**config.mk**
```make
export PLATFORM = sky130hd
export DESIGN_NAME = evt_prio_arbiter
export DESIGN_NICKNAME = d
export VERILOG_FILES = /design/src/rtl/evt_arb_pkg.sv /design/src/rtl/evt_sync_edge.sv /design/src/rtl/evt_prio_pick.sv /design/src/rtl/evt_msg_fifo.sv /design/src/rtl/evt_prio_arbiter.sv
export SDC_FILE = /design/constraint.sdc
export NUM_CORES = 2
export LEC_CHECK = 0
export ABC_AREA = 1
export BUFFER_PORTS_ARGS = -buffer_cell sky130_fd_sc_hd__buf_4
export CAP_MARGIN = 20
export CORE_ASPECT_RATIO = 0.9
export CORE_MARGIN = 2
export CORE_UTILIZATION = 28
export DETAILED_ROUTE_END_ITERATION = 8
export PLACE_DENSITY = 0.54
export SLEW_MARGIN = 20
export SYNTH_ARGS = -nofsm -noshare
export SYNTH_HDL_FRONTEND = slang
export SYNTH_SLANG_ARGS = --single-unit
```
**constraint.sdc**
```tcl
create_clock -name clk -period 6.3 [get_ports clk]
set_input_delay 1.26 -clock clk [delete_from_list [all_inputs] [get_ports clk]]
set_output_delay 1.26 -clock clk [all_outputs]
set_load 0.02 [all_outputs]
```
**src/rtl/evt_arb_pkg.sv**
```systemverilog
package evt_arb_pkg;
    localparam int CODE_W = 8;
    typedef logic [CODE_W-1:0] code_t;

    // error register layout: bit2 lost, bit1 fifo value, bit0 range
    typedef struct packed {
        logic lost;
        logic fval;
        logic range;
    } err_t;
endpackage

```
**src/rtl/evt_sync_edge.sv**
```systemverilog
module evt_sync_edge #(
    parameter int N = 64
) (
    input  logic         clk,
    input  logic         rst_n,
    input  logic [N-1:0] async_in,
    output logic [N-1:0] rise
);
    typedef struct packed {
        logic [N-1:0] s1;
        logic [N-1:0] s2;
        logic [N-1:0] s3;
    } st_t;

    st_t st_q, st_d;

    always_comb begin
        st_d    = st_q;
        st_d.s1 = async_in;
        st_d.s2 = st_q.s1;
        st_d.s3 = st_q.s2;
    end

    always_ff @(posedge clk) begin
        if (!rst_n) st_q <= '0;
        else        st_q <= st_d;
    end

    assign rise = st_q.s2 & ~st_q.s3;

    for (genvar gi = 0; gi < N; gi++) begin : g_chk
        AST_EDGE_SINGLE: assert property (@(posedge clk) disable iff (!rst_n)
            rise[gi] |=> !rise[gi]);
    end
endmodule

```
**src/rtl/evt_prio_pick.sv**
```systemverilog
module evt_prio_pick #(
    parameter int N     = 64,
    parameter int IDX_W = $clog2(N)
) (
    input  logic [N-1:0]     req,
    output logic             found,
    output logic [IDX_W-1:0] idx
);
    logic [N-1:0] below;

    always_comb begin
        found = |req;
        idx   = '0;
        for (int i = N - 1; i >= 0; i--) begin
            if (req[i]) idx = IDX_W'(i);
        end
    end

    always_comb begin
        below = (N'(1) << idx) - N'(1);
        if (found) begin
            AST_PICK_FIRST: assert (((req & below) == '0) && req[idx]);
        end
    end
endmodule

```
**src/rtl/evt_msg_fifo.sv**
```systemverilog
module evt_msg_fifo #(
    parameter int DEPTH = 16,
    parameter int W     = 8
) (
    input  logic         clk,
    input  logic         rst_n,
    input  logic         push,
    input  logic [W-1:0] din,
    input  logic         pop,
    output logic [W-1:0] dout,
    output logic         full,
    output logic         empty
);
    localparam int PW = $clog2(DEPTH);

    typedef struct packed {
        logic [DEPTH-1:0][W-1:0] mem;
        logic [PW:0]             wp;
        logic [PW:0]             rp;
    } st_t;

    st_t st_q, st_d;

    assign empty = (st_q.wp == st_q.rp);
    assign full  = (st_q.wp[PW] != st_q.rp[PW]) &&
                   (st_q.wp[PW-1:0] == st_q.rp[PW-1:0]);
    assign dout  = st_q.mem[st_q.rp[PW-1:0]];

    always_comb begin
        st_d = st_q;
        if (push) begin
            st_d.mem[st_q.wp[PW-1:0]] = din;
            st_d.wp = st_q.wp + (PW+1)'(1);
        end
        if (pop) st_d.rp = st_q.rp + (PW+1)'(1);
    end

    always_ff @(posedge clk) begin
        if (!rst_n) st_q <= '0;
        else        st_q <= st_d;
    end

    AST_FIFO_NO_OVERFLOW: assert property (@(posedge clk) disable iff (!rst_n)
        push |-> !full);
    AST_FIFO_NO_UNDERFLOW: assert property (@(posedge clk) disable iff (!rst_n)
        pop |-> !empty);
endmodule

```
**src/rtl/evt_prio_arbiter.sv**
```systemverilog
module evt_prio_arbiter
    import evt_arb_pkg::*;
#(
    parameter int    N_IN          = 64,
    parameter int    FIFO_DEPTH    = 16,
    parameter int    ADDR_W        = 8,
    parameter int    HW_CODE_LIMIT = 64,
    parameter code_t PP_CODE_RST   = 8'hFE,
    parameter code_t EXT_CODE_RST  = 8'hFF,
    parameter code_t BOUND_RST     = 8'd32
) (
    input  logic              clk,
    input  logic              rst_n,
    input  logic [N_IN-1:0]   trig_in,
    input  logic              cfg_we,
    input  logic [ADDR_W-1:0] cfg_addr,
    input  logic [7:0]        cfg_wdata,
    output logic [7:0]        cfg_rdata,
    output logic              ev_valid,
    output logic [7:0]        ev_code,
    input  logic              ev_ready,
    output logic              lockout_active,
    output logic              fifo_full,
    output logic              fifo_empty,
    output logic              err_range,
    output logic              err_fifo_val,
    output logic              err_lost
);
    localparam int IDX_W = $clog2(N_IN);
    localparam code_t HW_LIM = code_t'(HW_CODE_LIMIT);
    localparam logic [ADDR_W-1:0] A_TBL_END = ADDR_W'(N_IN);
    localparam logic [ADDR_W-1:0] A_FIFO  = ADDR_W'(N_IN);
    localparam logic [ADDR_W-1:0] A_BOUND = ADDR_W'(N_IN + 1);
    localparam logic [ADDR_W-1:0] A_PP    = ADDR_W'(N_IN + 2);
    localparam logic [ADDR_W-1:0] A_EXT   = ADDR_W'(N_IN + 3);
    localparam logic [ADDR_W-1:0] A_ERR   = ADDR_W'(N_IN + 4);
    localparam logic [ADDR_W-1:0] A_STAT  = ADDR_W'(N_IN + 5);

    typedef struct packed {
        logic [N_IN-1:0][CODE_W-1:0] tbl;
        logic [N_IN-1:0]             pend;
        logic                        out_v;
        code_t                       out_code;
        logic                        lock;
        code_t                       bound;
        code_t                       pp;
        code_t                       ext;
        err_t                        err;
    } st_t;

    st_t st_q, st_d;

    logic [N_IN-1:0]  rise, low_mask, elig, take;
    logic             pick_found, hs, slot_free, lock_eff;
    logic [IDX_W-1:0] pick_idx;
    logic             fifo_push, fifo_pop, f_full, f_empty;
    code_t            fifo_dout;
    logic             clr_lost;

    evt_sync_edge #(.N(N_IN)) u_sync (
        .clk      (clk),
        .rst_n    (rst_n),
        .async_in (trig_in),
        .rise     (rise)
    );

    for (genvar gi = 0; gi < N_IN; gi++) begin : g_mask
        assign low_mask[gi] = (code_t'(gi) < st_q.bound);
    end

    assign hs        = st_q.out_v & ev_ready;
    assign slot_free = ~st_q.out_v | ev_ready;

    always_comb begin
        lock_eff = st_q.lock;
        if (hs) begin
            if (st_q.out_code == st_q.ext)     lock_eff = 1'b0;
            else if (st_q.out_code == st_q.pp) lock_eff = 1'b1;
        end
        elig = lock_eff ? (st_q.pend & low_mask) : st_q.pend;
    end

    evt_prio_pick #(.N(N_IN), .IDX_W(IDX_W)) u_pick (
        .req   (elig),
        .found (pick_found),
        .idx   (pick_idx)
    );

    evt_msg_fifo #(.DEPTH(FIFO_DEPTH), .W(CODE_W)) u_fifo (
        .clk   (clk),
        .rst_n (rst_n),
        .push  (fifo_push),
        .din   (cfg_wdata),
        .pop   (fifo_pop),
        .dout  (fifo_dout),
        .full  (f_full),
        .empty (f_empty)
    );

    always_comb begin
        st_d      = st_q;
        fifo_push = 1'b0;
        fifo_pop  = 1'b0;
        take      = '0;

        // software clears first so that a same-cycle set wins
        if (cfg_we && cfg_addr == A_ERR) begin
            st_d.err = st_q.err & ~err_t'(cfg_wdata[2:0]);
        end

        if (cfg_we) begin
            if (cfg_addr < A_TBL_END) begin
                st_d.tbl[cfg_addr[IDX_W-1:0]] = cfg_wdata;
            end else if (cfg_addr == A_FIFO) begin
                if (cfg_wdata < HW_LIM) st_d.err.fval = 1'b1;
                else if (!f_full)       fifo_push     = 1'b1;
            end else if (cfg_addr == A_BOUND) begin
                st_d.bound = cfg_wdata;
            end else if (cfg_addr == A_PP) begin
                st_d.pp = cfg_wdata;
            end else if (cfg_addr == A_EXT) begin
                st_d.ext = cfg_wdata;
            end
        end

        st_d.lock = lock_eff;
        if (hs) st_d.out_v = 1'b0;

        if (slot_free) begin
            if (pick_found) begin
                take[pick_idx] = 1'b1;
                if (st_q.tbl[pick_idx] >= HW_LIM) begin
                    st_d.err.range = 1'b1;
                end else begin
                    st_d.out_v    = 1'b1;
                    st_d.out_code = st_q.tbl[pick_idx];
                end
            end else if (!f_empty && !lock_eff) begin
                fifo_pop      = 1'b1;
                st_d.out_v    = 1'b1;
                st_d.out_code = fifo_dout;
            end
        end

        st_d.pend = (st_q.pend & ~take) | (rise & ~st_q.pend);
        if (|(rise & st_q.pend)) st_d.err.lost = 1'b1;
    end

    always_ff @(posedge clk) begin
        if (!rst_n) begin
            st_q       <= '0;
            st_q.bound <= BOUND_RST;
            st_q.pp    <= PP_CODE_RST;
            st_q.ext   <= EXT_CODE_RST;
            for (int i = 0; i < N_IN; i++) st_q.tbl[i] <= code_t'(i);
        end else begin
            st_q <= st_d;
        end
    end

    always_comb begin
        cfg_rdata = '0;
        if (cfg_addr < A_TBL_END)     cfg_rdata = st_q.tbl[cfg_addr[IDX_W-1:0]];
        else if (cfg_addr == A_BOUND) cfg_rdata = st_q.bound;
        else if (cfg_addr == A_PP)    cfg_rdata = st_q.pp;
        else if (cfg_addr == A_EXT)   cfg_rdata = st_q.ext;
        else if (cfg_addr == A_ERR)   cfg_rdata = {5'b0, st_q.err};
        else if (cfg_addr == A_STAT)  cfg_rdata = {5'b0, st_q.lock, f_full, f_empty};
    end

    assign ev_valid       = st_q.out_v;
    assign ev_code        = st_q.out_code;
    assign lockout_active = st_q.lock;
    assign fifo_full      = f_full;
    assign fifo_empty     = f_empty;
    assign err_range      = st_q.err.range;
    assign err_fifo_val   = st_q.err.fval;
    assign err_lost       = st_q.err.lost;

    assign clr_lost = cfg_we && (cfg_addr == A_ERR) && cfg_wdata[2];

    AST_OUT_HOLD: assert property (@(posedge clk) disable iff (!rst_n)
        (ev_valid && !ev_ready) |=> (ev_valid && $stable(ev_code)));
    AST_ERR_STICKY: assert property (@(posedge clk) disable iff (!rst_n)
        $fell(err_lost) |-> $past(clr_lost));
    AST_LOCK_HOLDS_FIFO: assert property (@(posedge clk) disable iff (!rst_n)
        (st_q.lock && !hs) |-> !fifo_pop);
endmodule

```
# ---- Word-level counts from Yosys, hierarchy flattened
# Index checks and enable logic that the tools add are counted.
dict set report totals {
  output_inout_bits 23
  input_bits 84
  wordCells 330
  reg_bits 943
}
dict set report classes {
  magnitude_cmp 74
  mux 112
  reduce_logical 17
  n_addsub 2
  n_bitwise 18
  n_eq_ne 12
}
# cell n
set ops {}
lappend ops {{bitwise mux 512 bit} 1}
lappend ops {{two-way mux 6 bit} 64}
lappend ops {{AND 64 bit} 5}
lappend ops {{< comparator 6 x 8 -> 1 bit (first input constant)} 32}
lappend ops {{two-way mux 64 bit} 3}
lappend ops {{NOT 64 bit} 3}
lappend ops {{bitwise mux 128 bit} 1}
lappend ops {{< comparator 5 x 8 -> 1 bit (first input constant)} 16}
lappend ops {{OR reduction 64 bit} 2}
lappend ops {{binary-select mux 8 bit (select 6 bit)} 2}
lappend ops {{two-way mux 8 bit} 9}
lappend ops {{< comparator 4 x 8 -> 1 bit (first input constant)} 8}
lappend ops {{bitwise OR 64 bit} 1}
lappend ops {{demux 8 bit (select 6 bit)} 1}
lappend ops {{equality test 8 x 7 -> 1 bit (second input constant)} 6}
lappend ops {{two-way mux 9 bit} 4}
lappend ops {{binary-select mux 8 bit (select 4 bit)} 1}
lappend ops {{demux 8 bit (select 4 bit)} 1}
lappend ops {{< comparator 3 x 8 -> 1 bit (first input constant)} 4}
lappend ops {{two-way mux 1 bit} 21}
lappend ops {{equality test 8 bit} 2}
lappend ops {{< comparator 1 x 8 -> 1 bit (first input constant)} 2}
lappend ops {{< comparator 2 x 8 -> 1 bit (first input constant)} 2}
lappend ops {{< comparator 8 x 7 -> 1 bit (second input constant)} 2}
lappend ops {{25 further kinds} 42}

# ---- Logic depth before layout (Yosys ltp)
dict set report logic_depth {
  depth_word 78
  depth_mapped 89
  depth_no_buf 87
}

# ---- Cells and area by module
# Synthesis repeated with hierarchy kept, for this count alone.
dict set report unflattened {
  cells_unflattened 6827
  area_unflattened_um2 46199.3
}
# module cells_per_inst n_inst seq_area_each_um2 area_each_um2
set modules_own_cells {}
lappend modules_own_cells {evt_prio_arbiter 4946 1 12271.8 32596.3}
lappend modules_own_cells {evt_msg_fifo 921 1 2762.6 6590.1}
lappend modules_own_cells {evt_sync_edge 725 1 3843.7 5988.2}
lappend modules_own_cells {evt_prio_pick 235 1 0.0 1024.7}

# ---- Worst setup path before layout
# Ideal clock, no wire load.
dict set report synth_path {
  kind {input to register}
  start {in ev_ready}
  end {reg st_q, in the netlist ev_code[0]}
  setup_slack_ns 0.109
  required_ns 6.189
  setup_time_ns 0.111
  path_buffers 3
  t_arrival_ns 6.079
  path_stages 88
  cell_sequence {nand2_1 clkinv_1 nand2_1 nor2_1 nand2_1 nor2_1 nand2_1 nand2_2 nand2_2 buf_6 nand2_4 nand2_1 nand2_1 nand2_1 nand2_1 nand2_1 nand2_1 nand2_1 [... 52 more ...] nand2_1 nand2_1 nand2_2 nand2_4 buf_6 buf_6 nand4_1 nand2_1 nor2_1 nand3b_1 nand3_1 nand2_2 nor2_4 nand3_4 nand2_4 nand2_1 nor2_1 nor2_1}
}
dict set report synth_via {
  elab_chain_cells 72
  elab_cells_between_ends 79
  cone_classes {1 x order compare; 1 x eq/ne; 70 x mux; 2 x bitwise; 5 x reduce/logical}
}
# item line
set synth_rtl {}
lappend synth_rtl {{start, declared} evt_prio_arbiter.sv:21} ;# input logic ev_ready,
lappend synth_rtl {{AND 1 bit} evt_prio_arbiter.sv:71} ;# assign hs = st_q.out_v & ev_ready;
lappend synth_rtl {{two-way mux 1 bit} evt_prio_arbiter.sv:76} ;# if (hs) begin
lappend synth_rtl {{two-way mux 64 bit} evt_prio_arbiter.sv:80} ;# elig = lock_eff ? (st_q.pend & low_mask) : st_q.pend;
lappend synth_rtl {{two-way mux 6 bit (64 in series)} evt_prio_pick.sv:15} ;# if (req[i]) idx = IDX_W'(i);
lappend synth_rtl {{binary-select mux 8 bit (select 6 bit)} {evt_prio_arbiter.sv:132, evt_prio_arbiter.sv:136}}
lappend synth_rtl {{two-way mux 8 bit (not written as such)} {evt_prio_arbiter.sv:132, evt_prio_arbiter.sv:136}}
lappend synth_rtl {{greater-or-equal comparator 8 x 7 -> 1 bit} evt_prio_arbiter.sv:132} ;# if (st_q.tbl[pick_idx] >= HW_LIM) begin
lappend synth_rtl {{inequality test 2 bit (no source line)} --}
lappend synth_rtl {{AND reduction 3 bit (no source line)} --}
lappend synth_rtl {{end signal, assigned} evt_prio_arbiter.sv:157} ;# st_q <= st_d;
lappend synth_rtl {{end, declared} evt_prio_arbiter.sv:51} ;# st_t st_q, st_d;
# Parallel ways exist; a longest one is shown, timed or not. The select of a mux whose other input is x is not followed.
# A chain may end at the register's enable or synchronous reset.

# ---- Final worst setup path
dict set report layout_path {
  start {in ev_ready}
  end {reg st_q, in the netlist ev_code[5]}
}
# The elaborated chain is that of the path after synthesis.

==> impl_metrics.env <==
export IMPL_status="finished, violations left"
export IMPL_violations="negative setup slack"
export IMPL_synth_warning_count=0
export IMPL_final_cells=8662
export IMPL_yosysUniqueCellTypes=49
export IMPL_p_per_area_nw_per_um2=291
export IMPL_synthesis_area_um2=44200
export IMPL_clock_root_buffer="clkbuf_16"
export IMPL_hold_depth=2
export IMPL_hold_violations=0
export IMPL_worstHoldStart="u_sync.st_d[94]$_SDFF_PN0_"
export IMPL_routed_wl_um=182000
export IMPL_row_count=138
export IMPL_fin_nets=6567
export IMPL_maxCapViolCount=0
export IMPL_end_kind="register"
export IMPL_min_period_ns=6.71
export IMPL_wl_met3_um=16600
export IMPL_antenna_found_initial=6
export IMPL_critical_path_top_delay_family="simple AND/OR/NAND/NOR gates"
export IMPL_finish_instance_area_um2=53900
export IMPL_max_freq_ghz=0.149
export IMPL_post_route_util=0.344
export IMPL_grt_use_total=0.217
export IMPL_tightestPinTransition_ns=1.07
export IMPL_top_layer_used="met5"
export IMPL_hpwl_um=121000
export IMPL_wl_met1_um=80500
export IMPL_cts_inserted_buffers=101
export IMPL_r2r_start="ev_code[2]$_SDFFE_PN0P_"
export IMPL_drtIter0Drc=5469
export IMPL_grt_pass1_wl_um=269000
export IMPL_critical_path_arrival_ns=7.36
export IMPL_synth_nets=6355
export IMPL_final_max_slew_viol_count=0
export IMPL_min_path_type="register to register"
export IMPL_power_leakage_nw=23.4
export IMPL_start_util=0.281
export IMPL_rr_worst_depth=86
export IMPL_cp_start_kind="input pin"
export IMPL_htreeDepth=3
export IMPL_synthCells=6266
export IMPL_grt_ovfl_total=0
export IMPL_hold_end="u_sync.st_d[30]$_SDFF_PN0_"
export IMPL_drc=0
export IMPL_peakVddDrop_v=0.000189
export IMPL_rr_endpoint="ev_code[5]$_SDFFE_PN0P_"
export IMPL_clockBufferDepth=3
export IMPL_die_area_um2=161000
export IMPL_crit_required_ns=6.95
export IMPL_wl_met2_um=77100
export IMPL_gp_congestion=0.925
export IMPL_core_area_um2=157000
export IMPL_synth_seq_cells=943
export IMPL_timing_slew_headroom=0.289
export IMPL_cts_hold_fix_buffers=0
export IMPL_port_buffers=106
export IMPL_critPathKind="input pin to register"
export IMPL_grt_pass1_vias=41500
export IMPL_crit_start="ev_ready"
export IMPL_synth_ff_type="dfxtp_1"
export IMPL_fin_skew_ns=0.0301
export IMPL_cp_slowest_cell="o21ai_0"
export IMPL_placed_cells=8429
export IMPL_vias_per_cell=5.19
export IMPL_setup_tns_ns=-3.74
export IMPL_finalSetupViolCount=10
export IMPL_slowest_delay_ns=0.25
export IMPL_placed_area_um2=49400
export IMPL_drt_antenna_violating_nets=0
export IMPL_crit_fanout=7
export IMPL_synth_edf_count=0
export IMPL_critPathBufInv=13
export IMPL_syn_to_final_growth_pct=22.1
export IMPL_path_common_cell="nor2_1"
export IMPL_clock_latency_ns=0.74
export IMPL_async_flop_share=0
export IMPL_ys_seq_area_frac=0.428
export IMPL_drive_gt1_frac=0.130
export IMPL_grt_max_degree=211
export IMPL_dr_pass1_iters=6
export IMPL_clkTransAtPathRegs_ns=0.06
export IMPL_clock_sinks=943
export IMPL_rsz0062_at_grt="true"
export IMPL_synth_avg_cell_area_um2=7.05
export IMPL_die_w_um=423
export IMPL_fp_dieH_um=381
export IMPL_cts_tree="done"
export IMPL_min_period_over_period=1.06
export IMPL_num_io_pins=107
export IMPL_drt_wirelength_per_cell_um=21.0
export IMPL_rrSetupSlack_ns=-0.28
export IMPL_worst_slack_ns=-0.409
export IMPL_dr_total_vias=45000
-- stage by stage --
stage	power, mW	hold WS (ns)	setup slack (ns)
after floorplan	7.72	0.386	0.109
after global placement	9.16	0.398	-1.49
after detailed placement	9.17	0.398	-1.20
after CTS	15.6	0.411	-0.237
after global routing	16.2	0.423	-1.02
final	15.7	0.409	-0.409
-- Yosys cell counts (2+ instances only) --
cell type | count | area [µm²]
a211oi_1 | 11 | 82.6
a21oi_1 | 771 | 3860
a221oi_1 | 28 | 245
a22o_1 | 2 | 17.5
a22oi_1 | 26 | 195
a311o_1 | 6 | 60.1
a311oi_1 | 9 | 78.8
a31oi_1 | 36 | 225
and2_1 | 3 | 18.8
buf_1 | 18 | 67.6
buf_2 | 36 | 180
buf_4 | 17 | 128
buf_6 | 11 | 124
clkbuf_1 | 373 | 1400
clkinv_1 | 12 | 45.0
dfxtp_1 | 943 | 18900
ha_1 | 5 | 62.6
inv_1 | 1020 | 3830
inv_2 | 9 | 33.8
nand2_1 | 915 | 3430
nand2_2 | 9 | 56.3
nand2_4 | 4 | 45.0
nand3_1 | 145 | 726
nand3_4 | 2 | 35.0
nand3b_1 | 18 | 135
nand4_1 | 61 | 382
nor2_1 | 348 | 1310
nor3_1 | 54 | 270
nor4_1 | 11 | 68.8
o2111ai_1 | 21 | 184
o211ai_1 | 245 | 1840
o21ai_0 | 813 | 4070
o21ai_1 | 12 | 60.1
o221ai_1 | 70 | 613
o22ai_1 | 129 | 807
o2bb2ai_1 | 2 | 17.5
o311ai_0 | 6 | 52.6
o31ai_1 | 43 | 323
o41ai_1 | 3 | 26.3
xnor2_1 | 10 | 87.6
-- layout by cell type, fill, tap and decap left out, types with 11 or more instances in the layout --
master,instances
inv_2,16
nand3b_1,18
dfxtp_1,941
nor2_1,332
nand2_1,899
o21ai_0,811
a31oi_1,36
clkbuf_16,104
clkbuf_8,25
o221ai_1,70
o22ai_1,129
clkinv_2,16
o31ai_1,24
a21oi_1,768
o211ai_1,245
nand2_2,17
nor2_2,13
a221oi_1,28
nand3_1,127
o2111ai_1,21
clkbuf_1,21
buf_12,50
a211oi_1,11
buf_4,482
nor3_1,53
o21ai_1,11
a22oi_1,26
o31ai_2,16
nand3_2,15
inv_1,1008
nand4_1,61
buf_6,20
-- logic make-up (layout without fill, tap and decap cells) --
| kind of cell | Yosys count | after routing | share of synthesized area |
|---|---|---|---|
| flops | 943 | 943 | 0.428 |
| compound gates | 2237 | 2237 | 0.290 |
| xor+xnor | 11 | 11 | 0.00218 |
| fa+ha+maj | 5 | 5 | 0.00142 |
| other cells | 0 | 3 | 0 |
| buf+inv | 1496 | 1788 | 0.132 |
| simple gates | 1574 | 1575 | 0.148 |
-- timing repair --
action                                  4_1_cts  5_1_grt
gates cloned                                  4        2
setup buffers                                31        9
endpoints found under the setup margin       10       66
resized for setup                            55       90
pin swaps                                    21       27
-- registers in the layout (all words and copies together), names as in the netlist --
signal and cells:
err_range 1, ev_valid 1, u_sync.st_d 128, err_fifo_val 1, st_q 600, lockout_active 1
u_fifo.st_q 138, ev_code 8, err_lost 1, u_sync.st_q 64
-- worst max-delay path by stage --
stage                                    endpoint  slack [ns]  depth (start not counted)
after detailed placement  ev_code[2]$_SDFFE_PN0P_       -1.20                         86
after global placement    ev_code[2]$_SDFFE_PN0P_       -1.49                         86
after CTS                 ev_code[0]$_SDFFE_PN0P_       -0.24                         86
after floorplan           ev_code[0]$_SDFFE_PN0P_        0.11                         88
final                     ev_code[5]$_SDFFE_PN0P_       -0.41                         57
after global routing      ev_code[3]$_SDFFE_PN0P_       -1.02                         89
-- tightest hold or removal path: cells and delay by family, from the launching register on --
kind / cells / cell delay, ns
simple gates: 1 / 0.05
flops: 1 / 0.31
buf+inv: 1 / 0.04
-- layout make-up --
| type | count | area, µm² |
|---|---|---|
| diodes | 3 | 7.51 |
| flip-flops and latches | 943 | 18900 |
| clock buffers | 148 | 2980 |
| inverters | 1041 | 3950 |
| repair buffers | 563 | 5070 |
| multi-input cells | 3828 | 19900 |
| fillers | 16500 | 103000 |
| well taps | 2100 | 2630 |
| clock inverters | 36 | 489 |
-- routing by layer --
layer	track usage	up-vias
li1	-	21400
met1	0.302	21100
met2	0.322	2059
met3	0.0460	364
met4	0.0893	8
met5	0.00476	-
-- report_power, final --
| group | switching, mW | internal [mW] |
|---|---|---|
| combinational | 2.10 | 1.17 |
| clock | 2.61 | 3.68 |
| sequential | 0.0800 | 6.07 |
| total | 4.79 | 10.9 |
Note: power is estimated with default switching activity, not from simulation.
